===== src/rtl/cl_pkg.sv =====
`timescale 1ns/1ps
package cl_pkg;
  typedef enum logic [1:0] {QD_0, QD_90, QD_180, QD_270} quad_e;
endpackage


===== src/rtl/cl_nco_mix.sv =====
`timescale 1ns/1ps
module cl_nco_mix import cl_pkg::*; #(
  parameter int IN_W = 6,
  parameter int PW   = 16
) (
  input  logic                   clk_i,
  input  logic                   rst_ni,
  input  logic [IN_W-1:0]        sample_i,
  input  logic                   valid_i,
  input  logic [PW-1:0]          freq_i,
  output logic signed [IN_W:0]   mix_i_o,
  output logic signed [IN_W:0]   mix_q_o,
  output logic                   mix_vld_o
);
  localparam logic signed [IN_W:0] MID = (IN_W+1)'(1 << (IN_W-1));

  logic [PW-1:0]        phase_q;
  logic signed [IN_W:0] x, xn, mi, mq;
  quad_e                quad;

  assign x    = $signed({1'b0, sample_i}) - MID;
  assign xn   = -x;
  assign quad = quad_e'(phase_q[PW-1:PW-2]);

  always_comb begin
    mi = '0;
    mq = '0;
    unique case (quad)
      QD_0:   mi = x;
      QD_90:  mq = xn;
      QD_180: mi = xn;
      QD_270: mq = x;
    endcase
  end

  always_ff @(posedge clk_i or negedge rst_ni) begin
    if (!rst_ni) begin
      phase_q   <= '0;
      mix_i_o   <= '0;
      mix_q_o   <= '0;
      mix_vld_o <= 1'b0;
    end else begin
      mix_vld_o <= valid_i;
      if (valid_i) begin
        phase_q <= phase_q + freq_i;
        mix_i_o <= mi;
        mix_q_o <= mq;
      end
    end
  end

  // phase moves only on a valid sample
  a_r3_phase_hold: assert property (@(posedge clk_i) disable iff (!rst_ni)
    !valid_i |=> $stable(phase_q));
  // quadrant mixer never drives both products
  a_r1_one_product: assert property (@(posedge clk_i) disable iff (!rst_ni)
    mix_vld_o |-> (mix_i_o == '0 || mix_q_o == '0));
endmodule


===== src/rtl/cl_boxcar2.sv =====
`timescale 1ns/1ps
module cl_boxcar2 #(
  parameter int W_IN  = 7,
  parameter int W_OUT = 8
) (
  input  logic                    clk_i,
  input  logic                    rst_ni,
  input  logic signed [W_IN-1:0]  d_i,
  input  logic                    vld_i,
  output logic signed [W_OUT-1:0] y_o
);
  logic signed [W_IN-1:0] prev_q;

  always_ff @(posedge clk_i or negedge rst_ni) begin
    if (!rst_ni) begin
      prev_q <= '0;
      y_o    <= '0;
    end else if (vld_i) begin
      prev_q <= d_i;
      y_o    <= W_OUT'(d_i) + W_OUT'(prev_q);
    end
  end
endmodule


===== src/rtl/cl_costas_pi.sv =====
`timescale 1ns/1ps
module cl_costas_pi #(
  parameter int OUT_W = 8,
  parameter int PW    = 16,
  parameter int KP_SH = 2,
  parameter int KI_SH = 0
) (
  input  logic                    clk_i,
  input  logic                    rst_ni,
  input  logic signed [OUT_W-1:0] i_i,
  input  logic signed [OUT_W-1:0] q_i,
  input  logic                    vld_i,
  output logic signed [PW-1:0]    pi_o
);
  localparam int ERR_W = OUT_W + 2;

  logic signed [ERR_W-1:0] ie, qe, t1, t2, err_d, err_q;
  logic                    err_vld_q;
  logic signed [PW-1:0]    err_w, integ_q, integ_n;

  assign ie = ERR_W'(i_i);
  assign qe = ERR_W'(q_i);

  always_comb begin
    t1 = (i_i > 0) ? qe : ((i_i < 0) ? -qe : '0);
    t2 = (q_i > 0) ? ie : ((q_i < 0) ? -ie : '0);
    err_d = t1 - t2;
  end

  assign err_w   = PW'(err_q);
  assign integ_n = integ_q + err_w;

  always_ff @(posedge clk_i or negedge rst_ni) begin
    if (!rst_ni) begin
      err_q     <= '0;
      err_vld_q <= 1'b0;
      integ_q   <= '0;
      pi_o      <= '0;
    end else begin
      err_vld_q <= vld_i;
      if (vld_i) err_q <= err_d;
      if (err_vld_q) begin
        integ_q <= integ_n;
        pi_o    <= (err_w <<< KP_SH) + (integ_n <<< KI_SH);
      end
    end
  end

  // loop output holds between error updates
  a_r5_pi_hold: assert property (@(posedge clk_i) disable iff (!rst_ni)
    !err_vld_q |=> $stable(pi_o));
endmodule


===== src/rtl/cl_sweep.sv =====
`timescale 1ns/1ps
module cl_sweep #(
  parameter int PW    = 16,
  parameter int STEP  = 16,
  parameter int LIM   = 128
) (
  input  logic                 clk_i,
  input  logic                 rst_ni,
  input  logic                 step_i,
  output logic signed [PW-1:0] sweep_o
);
  localparam logic signed [PW:0] STEP_V = (PW+1)'(STEP);
  localparam logic signed [PW:0] LIM_V  = (PW+1)'(LIM);

  logic             up_q;
  logic signed [PW:0] cur, nxt;

  assign cur = {sweep_o[PW-1], sweep_o};
  assign nxt = up_q ? cur + STEP_V : cur - STEP_V;

  always_ff @(posedge clk_i or negedge rst_ni) begin
    if (!rst_ni) begin
      sweep_o <= '0;
      up_q    <= 1'b1;
    end else if (step_i) begin
      if (up_q && nxt >= LIM_V) begin
        sweep_o <= PW'(LIM_V);
        up_q    <= 1'b0;
      end else if (!up_q && nxt <= -LIM_V) begin
        sweep_o <= PW'(-LIM_V);
        up_q    <= 1'b1;
      end else begin
        sweep_o <= PW'(nxt);
      end
    end
  end

  // offset stays inside the search range
  a_r6_sweep_bounds: assert property (@(posedge clk_i) disable iff (!rst_ni)
    (cur <= LIM_V) && (cur >= -LIM_V));
endmodule


===== src/rtl/cl_lock_det.sv =====
`timescale 1ns/1ps
module cl_lock_det #(
  parameter int OUT_W    = 8,
  parameter int AVG_SH   = 1,
  parameter int LOCK_HI  = 24,
  parameter int LOCK_LO  = 8,
  parameter int LOCK_CNT = 4
) (
  input  logic                    clk_i,
  input  logic                    rst_ni,
  input  logic signed [OUT_W-1:0] i_i,
  input  logic signed [OUT_W-1:0] q_i,
  input  logic                    vld_i,
  output logic                    lock_o
);
  localparam int AW = OUT_W + 4;
  localparam int CW = $clog2(LOCK_CNT + 1);
  localparam logic signed [AW-1:0] HI_V = AW'(LOCK_HI);
  localparam logic signed [AW-1:0] LO_V = AW'(LOCK_LO);

  logic signed [OUT_W:0] ie, qe;
  logic [OUT_W:0]        ai, aq, mn;
  logic signed [AW-1:0]  m_s, avg_q, avg_n;
  logic [CW-1:0]         cnt_q;

  assign ie  = {i_i[OUT_W-1], i_i};
  assign qe  = {q_i[OUT_W-1], q_i};
  assign ai  = ie[OUT_W] ? $unsigned(-ie) : $unsigned(ie);
  assign aq  = qe[OUT_W] ? $unsigned(-qe) : $unsigned(qe);
  assign mn  = (ai < aq) ? ai : aq;
  assign m_s = $signed({2'b00, mn, 1'b0});
  assign avg_n = avg_q + ((m_s - avg_q) >>> AVG_SH);

  always_ff @(posedge clk_i or negedge rst_ni) begin
    if (!rst_ni) begin
      avg_q  <= '0;
      cnt_q  <= '0;
      lock_o <= 1'b0;
    end else if (vld_i) begin
      avg_q <= avg_n;
      if (lock_o) begin
        cnt_q <= '0;
        if (avg_n < LO_V) lock_o <= 1'b0;
      end else if (avg_n >= HI_V) begin
        if (int'(cnt_q) + 1 >= LOCK_CNT) begin
          lock_o <= 1'b1;
          cnt_q  <= '0;
        end else begin
          cnt_q <= cnt_q + 1'b1;
        end
      end else begin
        cnt_q <= '0;
      end
    end
  end

  // lock rises only on a metric update
  a_r8_rise_on_update: assert property (@(posedge clk_i) disable iff (!rst_ni)
    $rose(lock_o) |-> $past(vld_i));
  // lock drops only on a metric update
  a_r9_fall_on_update: assert property (@(posedge clk_i) disable iff (!rst_ni)
    $fell(lock_o) |-> $past(vld_i));
endmodule


===== src/rtl/carrier_loop.sv =====
`timescale 1ns/1ps
module carrier_loop #(
  parameter int IN_W       = 6,
  parameter int PW         = 16,
  parameter int NOM_INC    = 16384,
  parameter int KP_SH      = 2,
  parameter int KI_SH      = 0,
  parameter int SWEEP_STEP = 16,
  parameter int SWEEP_LIM  = 128,
  parameter int AVG_SH     = 1,
  parameter int LOCK_HI    = 24,
  parameter int LOCK_LO    = 8,
  parameter int LOCK_CNT   = 4
) (
  input  logic                    clk_i,
  input  logic                    rst_ni,
  input  logic [IN_W-1:0]         sample_i,
  input  logic                    sample_valid_i,
  output logic signed [IN_W+1:0]  i_o,
  output logic signed [IN_W+1:0]  q_o,
  output logic                    iq_valid_o,
  output logic                    lock_o,
  output logic [PW-1:0]           freq_o
);
  localparam int MW    = IN_W + 1;
  localparam int OUT_W = IN_W + 2;

  logic signed [MW-1:0]    mix  [2];
  logic signed [OUT_W-1:0] filt [2];
  logic                    mix_vld, iq_vld_q;
  logic signed [PW-1:0]    sweep, pi;

  assign freq_o = PW'(NOM_INC) + $unsigned(sweep) + $unsigned(pi);

  cl_nco_mix #(.IN_W(IN_W), .PW(PW)) u_mix (
    .clk_i, .rst_ni, .sample_i, .valid_i(sample_valid_i), .freq_i(freq_o),
    .mix_i_o(mix[0]), .mix_q_o(mix[1]), .mix_vld_o(mix_vld));

  for (genvar c = 0; c < 2; c++) begin : g_ch
    cl_boxcar2 #(.W_IN(MW), .W_OUT(OUT_W)) u_bx (
      .clk_i, .rst_ni, .d_i(mix[c]), .vld_i(mix_vld), .y_o(filt[c]));
  end

  always_ff @(posedge clk_i or negedge rst_ni) begin
    if (!rst_ni) iq_vld_q <= 1'b0;
    else         iq_vld_q <= mix_vld;
  end

  assign i_o        = filt[0];
  assign q_o        = filt[1];
  assign iq_valid_o = iq_vld_q;

  cl_costas_pi #(.OUT_W(OUT_W), .PW(PW), .KP_SH(KP_SH), .KI_SH(KI_SH)) u_pi (
    .clk_i, .rst_ni, .i_i(filt[0]), .q_i(filt[1]), .vld_i(iq_vld_q), .pi_o(pi));

  cl_sweep #(.PW(PW), .STEP(SWEEP_STEP), .LIM(SWEEP_LIM)) u_sw (
    .clk_i, .rst_ni, .step_i(sample_valid_i && !lock_o), .sweep_o(sweep));

  cl_lock_det #(.OUT_W(OUT_W), .AVG_SH(AVG_SH), .LOCK_HI(LOCK_HI),
                .LOCK_LO(LOCK_LO), .LOCK_CNT(LOCK_CNT)) u_lk (
    .clk_i, .rst_ni, .i_i(filt[0]), .q_i(filt[1]), .vld_i(iq_vld_q), .lock_o);

  // sweep frozen while locked
  a_r7_sweep_frozen: assert property (@(posedge clk_i) disable iff (!rst_ni)
    (lock_o && sample_valid_i) |=> $stable(sweep));
  // filtered pair follows a sample by two edges
  a_r2_iq_latency: assert property (@(posedge clk_i) disable iff (!rst_ni)
    iq_valid_o |-> $past(sample_valid_i, 2));
endmodule


===== config.mk =====
export PLATFORM = sky130hd
export DESIGN_NAME = carrier_loop
export DESIGN_NICKNAME = d
export VERILOG_FILES = /design/src/rtl/cl_pkg.sv /design/src/rtl/cl_nco_mix.sv /design/src/rtl/cl_boxcar2.sv /design/src/rtl/cl_costas_pi.sv /design/src/rtl/cl_sweep.sv /design/src/rtl/cl_lock_det.sv /design/src/rtl/carrier_loop.sv
export SDC_FILE = /design/constraint.sdc
export NUM_CORES = 1
export LEC_CHECK = 0
export ABC_AREA = 1
export BUFFER_PORTS_ARGS = -buffer_cell sky130_fd_sc_hd__buf_4
export CAP_MARGIN = 20
export CORE_ASPECT_RATIO = 0.9
export CORE_MARGIN = 5
export CORE_UTILIZATION = 37
export CTS_CLUSTER_SIZE = 28
export DETAILED_ROUTE_END_ITERATION = 10
export HOLD_SLACK_MARGIN = 0.05
export PLACE_DENSITY = 0.62
export SLEW_MARGIN = 20
export SYNTH_ARGS = -nofsm -noshare
export SYNTH_HDL_FRONTEND = slang
export SYNTH_SLANG_ARGS = --single-unit

===== constraint.sdc =====
create_clock -name clk_i -period 8.8 [get_ports clk_i]
set_input_delay 0 -clock clk_i [delete_from_list [all_inputs] [get_ports clk_i]]
set_output_delay 0 -clock clk_i [all_outputs]
set_load 0.01 [all_outputs]

==> flow_summary_export.csv <==
group,metric,value,unit
logic_synthesis,ys_seq_area_share,28.7,%
logic_synthesis,yosysWarnings,0,
routing,routed_wl,28400,um
worst_hold_path,hp-class,"input pin to asynchronous set/reset pin",
routing,vias,10700,
final_layout,layout-drive-gt1-share,6.04,%
grt,grt_busiest_layer,"met2",
place,place_area,12200,sq um
logic_synthesis,synthFlopType,"dfrtp_1",
sta,finalHoldViolCount,0,
floorplan,initial_core_util,37.4,%
logic_synthesis,synthCells,1648,
logic_synthesis,synth_top_cell_by_area,"dfrtp_1",
clocking,h-tree-depth,4,
logic_synthesis,yosys-top-cells-area,"dfrtp_1 29%, nand2_1 16%, ha_1 15%, inv_1 7.0%, o21ai_0 5.2%",
clocking,post_cts_resized,0,
logic_synthesis,synth_cell_types,48,
worst_setup_path,rrSetupSlack,2900,ps
clocking,clk_pin_slew,70,ps
grt,gr-usage-all-layers,16.6,%
routing,drc,0,
grt,use_met1,22.8,%
run,max-cap-violations,0,
sta,fin_skew,15.5,ps
grt,antenna_found_initial,0,
floorplan,rows,61,
worst_setup_path,cp.required,9110,ps
worst_setup_path,start_kind,"register",
final_layout,final_util,42.0,%
place,gp_congestion,0.912,
worst_setup_path,crit_fanout,5,
grt,grt_overflow,0,
sta,tightest_slew,877,ps
worst_setup_path,cp_common_cell,"nand2_1",
worst_setup_path,max_stage_delay,440,ps
clocking,clkLatencyLatePin,430,ps
sta,slew_violations,0,
logic_synthesis,yosys-top-cells-count,"501 x nand2_1, 215 x inv_1, 139 x ha_1",
clocking,cts_sinks,132,
routing,via_per_inst,5.05,
sta,fin_tns_setup,0,ps
clocking,clockBufferDepth,2,
grt,grt_pass1_vias,10300,
place,io_buffers,42,
logic_synthesis,async_reset_ff_share,100,%
routing,ant_nets,0,
floorplan,core-area,30800,sq um
grt,met2_usage,27.9,%
sta,rsz0062_at_grt,"no",
worst_setup_path,cp.arrival,6210,ps
place,hpwlAfterDp,21900,um
grt,grtUsageMet3,1.67,%
final_layout,area_delta_synth_final,12.4,%
logic_synthesis,syn_avg_cell_area,6.98,sq um
logic_synthesis,syn_nets,1805,
final_layout,nets,1848,
outcome,status,"completed",
routing,routedWlPerCell,13.4,um
routing,drt-pass1-iter-count,5,
floorplan,die_area,34700,sq um
clocking,cts_tree,"done",
final_layout,final_area,12900,sq um
worst_setup_path,path_class,"register to register",
floorplan,die_y,177,um
sta,finalCritPeriodShare,67.0,%
worst_setup_path,end_kind,"register",
logic_synthesis,synth_area,11500,sq um
sta,timing.fmax,0.170,GHz
logic_synthesis,ys_seq_elements,132,
sta,fin_crit,5900,ps
logic_synthesis,synth_top_area_share,28.5,%
floorplan,die_w,196,um
logic_synthesis,yosysMostFrequentCell,"nand2_1",
worst_setup_path,crit_path_top_delay_cell,"fa_1",
clocking,numCtsBuffers,17,
floorplan,ios,43,
grt,grt_max_degree,73,
routing,drt_iter0_markers,618,
clocking,cts-root-buf,"clkbuf_16",
final_layout,antenna_cells,0,
logic_synthesis,synth_edf_count,0,
sta,relSlewSlack,41.4,%
sta,setup_viol,0,
grt,grt_pass1_wl,48700,um
==> registers in the layout, indices dropped and copies added (netlist names) <==
register          flops
g_ch.u_bx.y_o        16
u_mix.phase_q        16
u_pi.pi_o            16
g_ch.u_bx.prev_q     14
u_pi.integ_q         14
u_lk.avg_q           12
u_sw.sweep_o         12
u_pi.err_q           10
u_mix.mix_i_o         7
u_mix.mix_q_o         7
u_lk.cnt_q            3
iq_valid_o            1
u_lk.lock_o           1
u_mix.mix_vld_o       1
u_pi.err_vld_q        1
u_sw.up_q             1
==> critical path, delay by kind of cell, from the launching register on <==
kind	cells	cell delay, ps
fa+ha+maj	5	1450
xor+xnor	1	140
simple gates	20	2000
buf+inv	5	420
compound gates	6	1330
flops	1	420
==> area by class of cell <==
cell class / instances / area [sq um]
Tap cell: 409 / 512
Inverter: 219 / 822
Clock inverter: 15 / 179
Sequential cell: 132 / 3300
Timing Repair Buffer: 57 / 454
Fill cell: 3174 / 17800
Clock buffer: 17 / 425
Multi-Input combinational cell: 1264 / 7230
==> per-layer routing <==
| layer | share of wire, % | routed length [um] |
|---|---|---|
| met1 | 49 | 13800 |
| met2 | 46 | 13000 |
| met3 | 3.6 | 1020 |
| met4 | 1.8 | 502 |
| met5 | 0 | 0 |
==> kinds of logic (layout without fill, tap and decap cells) <==
family | count (synthesis) | after routing | share of synthesized area (%)
compound gates | 277 | 277 | 13.3
xor+xnor | 68 | 68 | 5.24
fa+ha+maj | 148 | 148 | 16.7
buf+inv | 252 | 308 | 8.43
flops | 132 | 132 | 28.7
other cells | 1 | 1 | 0.0326
simple gates | 770 | 770 | 27.6
==> path summary, 6_finish.rpt <==
path,endpoint,depth (start not counted),startpoint
worst max-delay path,u_lk.lock_o,37,g_ch[1].u_bx.y_o[0]
worst min-delay path,u_mix.phase_q[12],2,rst_ni
worst max register to register,u_lk.lock_o,37,g_ch[1].u_bx.y_o[0]
worst min register to register,u_mix.phase_q[0],2,u_mix.phase_q[0]
max in group asynchronous,u_lk.cnt_q[0],3,rst_ni
min in group clk_i,u_mix.mix_vld_o,2,sample_valid_i
==> cells in the final DEF (no fill, tap or decap), types with 5 or more instances in the layout <==
cell type,count
dlygate4sd3_1,9
o21bai_1,7
xnor2_1,27
a21o_1,8
buf_4,47
dfrtp_1,131
nand3b_1,5
o21ai_0,120
inv_6,6
nor2_1,109
a22oi_1,5
inv_1,214
o22ai_1,14
nand4_1,23
nand2_2,6
or2_2,7
ha_1,139
clkbuf_16,17
clkinv_8,5
a31oi_1,14
nor3_1,17
o31ai_1,7
a21oi_1,85
fa_1,9
xor2_1,40
nand2_1,501
nand3_1,91
==> per-stage QoR <==
step           hold slack [ps]  setup WS (ps)  cells
3_5_place_dp              81.0           2970   2072
6_report                   160           2900   2113
3_3_place_gp              77.5           3170   2072
4_1_cts                    182           2940   2113
2_1_floorplan             -296           3670   1648
5_1_grt                    229           2200   2113
==> what timing repair did <==
item | CTS | global route
hold buffers | 9 | 0
setup buffers | 0 | 0
hold endpoints to repair | 95 | 0
Power is left out: the tool's default activity adds up to more than one toggle a clock period on the data nets, which glitch-free logic cannot reach.
